==> src/rtl/bus_strobe_seq.sv <==
module bus_strobe_seq #(
  parameter int OSC_PER_MC = 12,
  parameter int HOLD_MC    = 2,
  parameter int PC_W       = 16,
  parameter logic [15:0] INT_TOP = 16'h0FFF
) (
  input  logic            clk,
  input  logic            rst_pin,
  input  logic            ea_pin,
  input  logic [PC_W-1:0] pc,
  input  logic            xdata_cycle,
  input  logic            ale_off,
  output logic            ale,
  output logic            psen_n,
  output logic            core_rst,
  output logic            fetch_ext,
  output logic            mc_tick
);
  localparam int PH_W   = $clog2(OSC_PER_MC);
  localparam int HOLD_N = HOLD_MC * OSC_PER_MC;
  localparam int CNT_W  = $clog2(HOLD_N + 1);
  localparam logic [PH_W-1:0] PH_LAST = PH_W'(OSC_PER_MC - 1);
  localparam logic [PH_W-1:0] PH_ALE2 = PH_W'(OSC_PER_MC / 2);
  localparam logic [PH_W-1:0] PH_RD1  = PH_W'(OSC_PER_MC / 4);
  localparam logic [PH_W-1:0] PH_RD2  = PH_W'((3 * OSC_PER_MC) / 4);

  logic [PH_W-1:0]  phase;
  logic [CNT_W-1:0] hold_cnt;
  logic             sync1, sync2, ea_q;

  wire accept  = sync2 && (hold_cnt == CNT_W'(HOLD_N - 1));
  wire release_now = core_rst && !sync2 && (phase == PH_LAST);

  always_ff @(posedge clk) begin
    sync1 <= rst_pin;
    sync2 <= sync1;
  end

  always_ff @(posedge clk) begin
    if (!sync2)                        hold_cnt <= '0;
    else if (hold_cnt != CNT_W'(HOLD_N)) hold_cnt <= hold_cnt + 1'b1;
  end

  always_ff @(posedge clk) begin
    if (accept)           phase <= '0;
    else if (phase == PH_LAST) phase <= '0;
    else                  phase <= phase + 1'b1;
  end

  always_ff @(posedge clk) begin
    if (accept)           core_rst <= 1'b1;
    else if (release_now) core_rst <= 1'b0;
  end

  always_ff @(posedge clk)
    if (release_now) ea_q <= ea_pin;

  assign fetch_ext = !ea_q || (16'(pc) > INT_TOP);
  assign mc_tick   = !core_rst && (phase == PH_LAST);

  wire ale_first  = (phase == '0) && !xdata_cycle && !ale_off;
  wire ale_second = (phase == PH_ALE2) && (xdata_cycle || !ale_off);
  assign ale = !core_rst && (ale_first || ale_second);

  wire rd_slot = (phase == PH_RD1) || (phase == PH_RD2);
  assign psen_n = !(!core_rst && fetch_ext && !xdata_cycle && rd_slot);
endmodule


==> config.mk <==
export PLATFORM = sky130hd
export DESIGN_NAME = bus_strobe_seq
export DESIGN_NICKNAME = d
export VERILOG_FILES = /design/src/rtl/bus_strobe_seq.sv
export SDC_FILE = /design/constraint.sdc
export NUM_CORES = 1
export LEC_CHECK = 0
export ABC_AREA = 0
export BUFFER_PORTS_ARGS = -buffer_cell sky130_fd_sc_hd__buf_2
export CORE_MARGIN = 10
export CORE_UTILIZATION = 35
export CTS_CLUSTER_SIZE = 28
export DETAILED_ROUTE_END_ITERATION = 16
export MAX_ROUTING_LAYER = met4
export PLACE_DENSITY_LB_ADDON = 0.2
export SLEW_MARGIN = 30
export SYNTH_ARGS = -nofsm -noshare
export SYNTH_HDL_FRONTEND = slang
export SYNTH_SLANG_ARGS = --single-unit
==> constraint.sdc <==
create_clock -name clk -period 1.75 [get_ports clk]
set_input_delay 0.2625 -clock clk [delete_from_list [all_inputs] [get_ports clk]]
set_output_delay 0.2625 -clock clk [all_outputs]
set_load 0.01 [all_outputs]
==> results.txt, run 1 <==
----------------------------------------------------
[Cells and area]
  Cell area after layout ... 798.3 um^2
  Most common library cell in the layout ignoring fill and taps ... sky130_fd_sc_hd__buf_2
  Commonest non-fill, non-tap cells in the layout ... sky130_fd_sc_hd__buf_2 (13), sky130_fd_sc_hd__dfxtp_1 (10), sky130_fd_sc_hd__nand2_1 (6), sky130_fd_sc_hd__nor2_1 (5)
  Area occupied by multi-input gates ... 376.6 um^2
  # fillers ... 169
  Share of post-route cells with drive strength above 1 ... 32.93%
  Post-layout nets ... 110
  Antenna fix cells ... 0
  Area growth from synthesis to layout ... 27.60%
  Footprint of the flip-flops and latches ... 277.8 um^2

[Die]
  I/O pin count ... 26
  Die area ... 3878 um^2
  Initial core utilization ... 36.63%
  Cell row count ... 15
  Die Y ... 62.28 um
  Width of the die ... 62.28 um
  Area of the core ... 1708 um^2

[STA]
  Worst hold margin ... 0.07948 ns
  Peak clock frequency supported by timing ... 599.2 MHz
  Setup TNS Final ... 0 ns
  Actual transition at the worst max-transition pin ... 0.3251 ns
  Worst slew margin relative to its limit ... 78.21%
  Fin worst setup slack ... 0.08099 ns
  Largest clock skew in the final design ... 0.0008183 ns
  Post-route fraction of the period consumed by the critical path ... 95.37%
  Hold Fails Final Rpt ... 0
  Final min period ... 1.669 ns
  Final number of max-transition violations ... 0
  Final count of negative-setup-slack endpoints ... 0

[Power]
  Peak ir drop on the vdd network ... 0.5151 mV
  Cell area power density ... 666.7 nW/um^2
  Lkg Pwr ... 0.3621 nW
  Total Power Consumption ... 0.5322 mW

[Clock tree]
  Number of buffers inserted during clock tree synthesis ... 3
  CTS root buffer ... sky130_fd_sc_hd__clkbuf_4
  Number of buffers on the longest clock path ... 2
  Post-CTS clock slew at the launch and capture registers of the worst setup and hold paths ... 0.08 ns
  Post-CTS Setup Bufs ... 0
  Total number of clock tree sinks ... 13
  Clock Latency Late Sink ... 0.28 ns
  TritonCTS clock tree ... yes
  Max H-tree Level ... 1

[Logic synthesis]
  Syn Inst Count ... 65
  Yosys cell types ... 25
  Average cell area after synthesis ... 9.625 um^2
  Warning count from the yosys run ... 0
  Summed instance area of the synthesized netlist ... 625.6 um^2
  Sequential cell area fraction in the yosys report ... 43.20%
  Syn Nets ... 92
  Yosys reg bits ... 13

[GRT]
  Global-route wire length before repair ... 2014 um
  Number of global-route vias before repair ... 480
  Grt total ovfl ... 0
  Largest net degree at the start of global routing ... 9
  Total track usage ... 6.428%
  Initial antenna violation count ... 0

[Route]
  Final routed DRC violation total ... 0
  Mean routed wirelength per cell ... 10.90 um
  Total routed wirelength ... 1166 um
  Vias after detailed routing ... 494
  Residual antenna-violating net count after detailed routing ... 0
  Length of the first detailed-routing pass in iterations ... 2
  DRC violation total after the first TritonRoute iteration ... 7
  Drt via density ... 4.617

[Flow run]
  Number of max-cap violations ... 0

[Critical path]
  Worst flop-to-flop path startpoint ... phase[0]
  Start point of the critical path ... phase[0]
  Worst endpoint data arrival time ... 1.41 ns
  Category of the most critical setup path ... reg2out
  Critical path capture point type ... output port
  Critical Path Start Type ... register
  Largest fanout of any net on the critical path ... 4
  Data required time at the worst endpoint ... 1.49 ns

[Place]
  Detailed-placement wirelength estimate ... 875.1 um
  # port buffers ... 13
  Area of placed instances ... 721.9 um^2
  Worst slack at placement ... 0.3341 ns
  Routability congestion estimate ... 0.7611

[Worst hold path]
  Worst min-delay path startpoint ... rst_pin
  Tightest Hold Check Type ... in2reg

[Status]
  Outcome ... finished clean

----------------------------------------------------
## cells in the mapped netlist
cell                       count  area [um^2]
sky130_fd_sc_hd__dfxtp_1      12        240.2
sky130_fd_sc_hd__ha_1          6        75.07
sky130_fd_sc_hd__nand2_1       6        22.52
sky130_fd_sc_hd__nor2_1        5        18.77
sky130_fd_sc_hd__inv_1         4        15.01
sky130_fd_sc_hd__nand3_1       4        20.02
sky130_fd_sc_hd__and2_1        3        18.77
sky130_fd_sc_hd__mux2i_1       3        30.03
sky130_fd_sc_hd__nand2b_1      3        18.77
sky130_fd_sc_hd__xnor2_1       3        26.28
sky130_fd_sc_hd__nor4_1        2        12.51
sky130_fd_sc_hd__a21oi_1       1        5.000
sky130_fd_sc_hd__a31oi_1       1        6.260
sky130_fd_sc_hd__and3_1        1        6.260
sky130_fd_sc_hd__edfxtp_1      1        30.03
sky130_fd_sc_hd__nand3b_1      1        7.510
sky130_fd_sc_hd__nand4b_2      1        15.01
sky130_fd_sc_hd__nor2b_1       1        6.260
sky130_fd_sc_hd__nor3_1        1        5.000
sky130_fd_sc_hd__nor3_2        1        10.01
sky130_fd_sc_hd__nor3b_1       1        7.510
sky130_fd_sc_hd__nor4b_1       1        8.760
sky130_fd_sc_hd__o21ai_1       1        5.000
sky130_fd_sc_hd__or2_0         1        6.260
sky130_fd_sc_hd__xor2_1        1        8.760
## power by group
group | switching (mW) | total (mW) | internal, mW | leakage, nW
registers | 0.00805 | 0.312 | 0.304 | 0.109
clock network | 0.104 | 0.189 | 0.0848 | 0.0177
logic | 0.0131 | 0.0309 | 0.0178 | 0.235
## layer usage
layer,GRT usage [%],up-vias,wire (um)
met3,3.943,2,92
met2,9.103,16,472
met1,7.143,222,586
li1,-,254,-
met5,-,-,0
met4,2.514,0,14
## logic make-up after synthesis
logic type,share of synthesized area [%]
AOI/OAI and AO/OA,2.599
xor gates and xnor gates,5.601
adders and majority gates,12.00
buffers and inverters,2.399
DFF,43.20
muxes,4.800
and+or+nand+nor,29.40
## per-stage QoR
step                cells  utilization [%]
detailed placement    103            42.27
floorplan              65                -
global route          107            46.74
CTS                   107            43.88
finish                107            46.74
global placement      103            42.27
## what timing repair did
item | 4_1_cts | 5_1_grt
gates resized for setup | 0 | 14
hold buffers | 0 | 0
endpoints found under the setup margin | 0 | 3
## final timing paths
kind	end	slack [ns]	depth (start not counted)
setup reg to reg	ea_q	0.41	3
setup / recovery	ale	0.08	6
hold / removal	sync1	0.08	1
hold reg to reg	sync2	0.33	0
## flip-flops by register name (all words and copies together), names as in the netlist
| name | cells |
|---|---|
| phase | 4 |
| core_rst | 1 |
| ea_q | 1 |
| hold_cnt | 5 |
| sync2 | 1 |
| sync1 | 1 |
## final cells by class
type / instances / area share (%)
multi-input combinational: 48 / 47.18
inverter: 4 / 2.508
sequential: 13 / 34.80
clock inverter: 1 / 0.6270
clock buffer: 3 / 2.821
timing repair buffer: 13 / 8.150
tap: 25 / 3.918
## worst max-delay path, cell delays in order (launching register included)
cell,delay [ns]
sky130_fd_sc_hd__dfxtp_4,0.37
sky130_fd_sc_hd__inv_4,0.07
sky130_fd_sc_hd__ha_4,0.12
sky130_fd_sc_hd__nor4b_4,0.17
sky130_fd_sc_hd__a31oi_1,0.06
sky130_fd_sc_hd__nor3_1,0.18
sky130_fd_sc_hd__buf_2,0.16
No activity file was read; power rests on OpenSTA's default activity.
==> run 2: changes to the inputs <==
BUFFER_PORTS_ARGS = unset   (was -buffer_cell sky130_fd_sc_hd__buf_2)
CORE_MARGIN = unset   (was 10)
DONT_BUFFER_PORTS = 1   (was unset)
GPL_ROUTABILITY_DRIVEN = 0   (was unset)
==> run 2 against run 1 <==
  * Worst hold slack better by 0.0081 ns
  * Power is 4.0% lower
  * Register-to-register slack hardly changed
  * Non-clock buffer count is 12 lower
  * Fmax is 2.7% higher
  * Clock skew hardly changed
  * Design area is 13% lower
  * Core utilization is 3.0 points lower
  * First-iteration DRC count is 43% lower
  * Sequential share of layout area is 4.0 points higher
  * Critical path depth is 1 lower
  * Critical path type unchanged
  * Largest cell class unchanged
  * Highest routed layer unchanged
==> results.txt, run 2 (same netlist as run 1, synthesis figures left out) <==
----------------------------------------------------
[Status]
  Outcome ... finished clean

[Die]
  Die Y ... 44.28 um
  Cell row count ... 14
  Area of the core ... 1594 um^2
  Die area ... 1960 um^2
  Initial core utilization ... 39.25%
  Width of the die ... 44.28 um
  I/O pin count ... 26

[Power]
  Peak ir drop on the vdd network ... 0.5530 mV
  Lkg Pwr ... 0.3107 nW
  Cell area power density ... 733.3 nW/um^2

[STA]
  Setup TNS Final ... 0 ns
  Final count of negative-setup-slack endpoints ... 0
  Worst hold margin ... 0.08759 ns
  Actual transition at the worst max-transition pin ... 0.3143 ns
  Peak clock frequency supported by timing ... 615.4 MHz
  Post-route fraction of the period consumed by the critical path ... 92.86%
  Final number of max-transition violations ... 0
  Largest clock skew in the final design ... 0.0007447 ns
  Worst slew margin relative to its limit ... 78.94%
  Final min period ... 1.625 ns
  Fin worst setup slack ... 0.1249 ns
  Unrepaired setup endpoints after global routing ... false
  Hold Fails Final Rpt ... 0

[Route]
  Residual antenna-violating net count after detailed routing ... 0
  Drt via density ... 4.457
  Length of the first detailed-routing pass in iterations ... 2
  Final routed DRC violation total ... 0
  Vias after detailed routing ... 419
  Total routed wirelength ... 867 um
  Mean routed wirelength per cell ... 9.223 um
  DRC violation total after the first TritonRoute iteration ... 4

[GRT]
  GR Layer Usage met3 ... 3.673%
  Global-route wire length before repair ... 1531 um
  Total track usage ... 11.68%
  Number of global-route vias before repair ... 395
  Routing usage on met2 ... 15.88%
  Met1 GRT Util ... 12.59%
  Largest net degree at the start of global routing ... 9
  Most used routing layer in global routing ... met2
  Initial antenna violation count ... 0
  Grt total ovfl ... 0

[Place]
  Worst slack at placement ... 0.3154 ns
  Detailed-placement wirelength estimate ... 657.3 um
  # port buffers ... 0

[Clock tree]
  Number of buffers inserted during clock tree synthesis ... 3
  Clock Latency Late Sink ... 0.27 ns
  TritonCTS clock tree ... yes
  Total number of clock tree sinks ... 13
  CTS root buffer ... sky130_fd_sc_hd__clkbuf_4
  Max H-tree Level ... 1
  Number of buffers on the longest clock path ... 2
  Post-CTS clock slew at the launch and capture registers of the worst setup and hold paths ... 0.07 ns

[Critical path]
  Data required time at the worst endpoint ... 1.49 ns
  Critical Path Start Type ... register
  Category of the most critical setup path ... reg2out
  Worst endpoint data arrival time ... 1.36 ns
  Critical path capture point type ... output port
  Largest fanout of any net on the critical path ... 4

[Flow run]
  Number of max-cap violations ... 0

[Cells and area]
  Biggest register ... hold_cnt
  Area growth from synthesis to layout ... 11.40%
  Max FFs per register ... 5
  Share of post-route cells with drive strength above 1 ... 8.571%
  Post-layout nets ... 98
  Registers with the most flip-flops ... hold_cnt (5), phase (4)
  # fillers ... 163
  Antenna fix cells ... 0
  Commonest non-fill, non-tap cells in the layout ... sky130_fd_sc_hd__dfxtp_1 (12), sky130_fd_sc_hd__nand2_1 (6), sky130_fd_sc_hd__ha_1 (6), sky130_fd_sc_hd__nor2_1 (5)
  Most common library cell in the layout ignoring fill and taps ... sky130_fd_sc_hd__dfxtp_1

[Worst hold path]
  Tightest Hold Check Type ... in2reg

----------------------------------------------------
[run 2: cell types whose count changed in the layout (fill, tap and decap cells not counted), moves of 2 or more]
cell | previous run | this run
sky130_fd_sc_hd__buf_2 | 13 | 0
sky130_fd_sc_hd__dfxtp_1 | 10 | 12
sky130_fd_sc_hd__dfxtp_4 | 2 | 0
sky130_fd_sc_hd__ha_1 | 4 | 6
sky130_fd_sc_hd__inv_1 | 2 | 4
sky130_fd_sc_hd__inv_4 | 2 | 0
[run 2: report_power, final]
group          internal (mW)  switching [mW]
Combinational         0.0127         0.00856
Clock                 0.0882          0.0856
Sequential             0.308         0.00846
Total                  0.408           0.103
[run 2: critical path, cell delays in order (launching register included)]
cell and delay [ns]:
sky130_fd_sc_hd__dfxtp_1 0.34, sky130_fd_sc_hd__inv_1 0.10, sky130_fd_sc_hd__ha_1 0.14, sky130_fd_sc_hd__nor4b_1 0.23, sky130_fd_sc_hd__a31oi_1 0.09, sky130_fd_sc_hd__nor3_2 0.20
[run 2: final cells by class]
class	count	area, um^2	share of cell area, %
Sequential cell	13	270.3	38.78
Clock buffer	4	26.28	3.770
Inverter	4	15.01	2.154
Multi-Input combinational cell	48	345.3	49.55
Tap cell	24	30.03	4.309
Timing Repair Buffer	1	10.01	1.436
[run 2: path summary, 6_finish.rpt]
| path | slack (ns) | startpoint | cells after the start | to |
|---|---|---|---|---|
| worst max-delay path | 0.12 | phase[0] | 5 | ale |
| worst max register to register | 0.40 | phase[1] | 3 | ea_q |
| worst min-delay path | 0.09 | ea_pin | 0 | ea_q |
| worst min register to register | 0.33 | sync1 | 0 | sync2 |
[run 2: per-layer routing]
| layer | vias up | share of wire [%] | wire [um] |
|---|---|---|---|
| met5 | - | 0 | 0 |
| met4 | 0 | 2.1 | 18 |
| met3 | 2 | 2.8 | 24 |
| met2 | 5 | 46 | 400 |
| met1 | 182 | 49 | 423 |
| li1 | 230 | - | - |
[run 2: through the flow]
stage / area, um^2 / total power [mW] / instances / util, %
global placement: 655.6 / 0.3432 / 89 / 41.13
detailed placement: 655.6 / 0.3430 / 89 / 41.13
floorplan: 625.6 / 0.3386 / 65 / -
finish: 696.9 / 0.5111 / 94 / 43.72
global route: 696.9 / 0.5385 / 94 / 43.72
CTS: 681.9 / 0.5236 / 93 / 42.78
[run 2: timing repair]
action                                 4_1_cts  5_1_grt
hold buffers                                 0        1
setup buffers                                0        0
resized for setup                            0        1
setup endpoints to repair                    0        1
endpoints found under the hold margin        0        1
==> run 3: changes to the inputs <==
PLACE_DENSITY_LB_ADDON = unset   (was 0.2)
==> run 3 against run 2 <==
  * Critical path depth unchanged
  * Setup slack gained 0.0033 ns
  * Worst hold slack worse by 0.0032 ns
  * Global-route usage fell by 0.43 points
  * Combinational power grew 3%
  * Wire length increased by 5.7%
  * First-iteration DRC count decreased by 50%
  * Clock-buffer cell count unchanged
  * Largest power group unchanged
==> results.txt, run 3 (same netlist as run 1, synthesis figures left out) <==
----------------------------------------------------
[Status]
  Outcome ... finished clean

[STA]
  Post-route fraction of the period consumed by the critical path ... 92.67%
  Final min period ... 1.622 ns
  Peak clock frequency supported by timing ... 616.6 MHz
  Worst slew margin relative to its limit ... 80.40%
  Worst hold margin ... 0.08442 ns
  Fin worst setup slack ... 0.1282 ns
  Hold Fails Final Rpt ... 0
  Final number of max-transition violations ... 0
  Actual transition at the worst max-transition pin ... 0.2925 ns
  Final count of negative-setup-slack endpoints ... 0
  Unrepaired setup endpoints after global routing ... false
  Largest clock skew in the final design ... 0.001230 ns
  Setup TNS Final ... 0 ns

[Clock tree]
  CTS root buffer ... sky130_fd_sc_hd__clkbuf_4
  Post-CTS clock slew at the launch and capture registers of the worst setup and hold paths ... 0.07 ns
  Clock Latency Late Sink ... 0.27 ns
  Number of buffers inserted during clock tree synthesis ... 3
  Number of buffers on the longest clock path ... 2
  Post-CTS Setup Bufs ... 0
  Max H-tree Level ... 1
  Total number of clock tree sinks ... 13
  TritonCTS clock tree ... yes

[Route]
  Vias after detailed routing ... 438
  Final routed DRC violation total ... 0
  Length of the first detailed-routing pass in iterations ... 2
  Mean routed wirelength per cell ... 9.745 um
  DRC violation total after the first TritonRoute iteration ... 2
  Total routed wirelength ... 916 um
  Drt via density ... 4.660
  Residual antenna-violating net count after detailed routing ... 0

[GRT]
  Largest net degree at the start of global routing ... 9
  Number of global-route vias before repair ... 401
  Global-route wire length before repair ... 1524 um
  Total track usage ... 11.26%
  Grt total ovfl ... 0
  Initial antenna violation count ... 0

[Critical path]
  Critical Path Start Type ... register
  List of cells traversed by the critical path ... inv_1 -> ha_1 -> nor4b_2 -> a31oi_1 -> nor3_2
  CP max stage delay ... 0.34 ns
  Data required time at the worst endpoint ... 1.49 ns
  Category of the most critical setup path ... reg2out
  Worst endpoint data arrival time ... 1.36 ns
  Critical path capture point type ... output port
  CP max stage cell ... sky130_fd_sc_hd__dfxtp_1
  Largest fanout of any net on the critical path ... 4
  Flop2flop setup slack ... 0.38 ns

[Cells and area]
  # fillers ... 170
  Biggest register ... hold_cnt
  Commonest non-fill, non-tap cells in the layout ... sky130_fd_sc_hd__dfxtp_1 (12), sky130_fd_sc_hd__nand2_1 (6), sky130_fd_sc_hd__ha_1 (6), sky130_fd_sc_hd__nor2_1 (5)
  Share of post-route cells with drive strength above 1 ... 10.00%
  Antenna fix cells ... 0
  Max FFs per register ... 5
  Area growth from synthesis to layout ... 12.40%
  Cell area after layout ... 703.2 um^2
  Registers with the most flip-flops ... hold_cnt (5), phase (4)
  Post-layout nets ... 98
  Most common library cell in the layout ignoring fill and taps ... sky130_fd_sc_hd__dfxtp_1

[Die]
  Area of the core ... 1594 um^2
  I/O pin count ... 26
  Die area ... 1960 um^2
  Width of the die ... 44.28 um
  Die Y ... 44.28 um
  Cell row count ... 14
  Initial core utilization ... 39.25%

[Place]
  Detailed-placement wirelength estimate ... 714.1 um
  # port buffers ... 0
  Worst slack at placement ... 0.3318 ns
  Area of placed instances ... 655.6 um^2

[Power]
  Peak ir drop on the vdd network ... 0.4515 mV
  Total Power Consumption ... 0.5147 mW
  Cell area power density ... 732.0 nW/um^2
  Lkg Pwr ... 0.3113 nW

[Flow run]
  Number of max-cap violations ... 0

[Worst hold path]
  Tightest Hold Check Type ... in2reg

----------------------------------------------------
[run 3: cell count changes in the layout (fill, tap and decap cells not counted)]
cell	change
sky130_fd_sc_hd__nor4b_1	-1
sky130_fd_sc_hd__nor4b_2	+1
[run 3: path summary, 6_finish.rpt]
path	endpoint	depth (start not counted)	start
min reg2reg	sync2	0	sync1
max reg2reg	ea_q	3	phase[0]
max	ale	5	phase[0]
min	ea_q	0	ea_pin
[run 3: power by group]
group	internal [mW]	leakage [nW]	switching [mW]
registers	0.308	0.108	0.00860
clock network	0.0883	0.0150	0.0884
logic	0.0128	0.188	0.00906
total	0.409	0.311	0.106
[run 3: what timing repair did]
item,in CTS,in global routing
hold endpoints to repair,0,1
endpoints found under the setup margin,0,1
resized for setup,0,2
hold buffers,0,1
[run 3: worst max-delay path, delay by kind of cell, from the launching register on]
family | cells | cell delay [ns]
compound gates | 1 | 0.08
buf+inv | 1 | 0.10
simple gates | 2 | 0.42
flops | 1 | 0.34
fa+ha+maj | 1 | 0.15
[run 3: metrics by stage]
step                      util [%]  std cells
final                        44.11         94
after global routing         44.11         94
after CTS                    42.78         93
after detailed placement     41.13         89
after global placement       41.13         89
after floorplan                  -         65
[run 3: final cells by class]
class | instances | area (um^2) | area share (%)
multi-input cells | 48 | 351.6 | 50.00
flip-flops and latches | 13 | 270.3 | 38.43
well taps | 24 | 30.03 | 4.270
clock buffers | 4 | 26.28 | 3.737
inverters | 4 | 15.01 | 2.135
repair buffers | 1 | 10.01 | 1.423
[run 3: per-layer routing]
layer  up-vias  share of wire [%]  GRT usage (%)
met5         -                  0              -
met4         0                1.9          5.455
met3         2                3.8          3.673
met2         8                 43          17.94
met1       196                 51          12.63
li1        232                  -              -
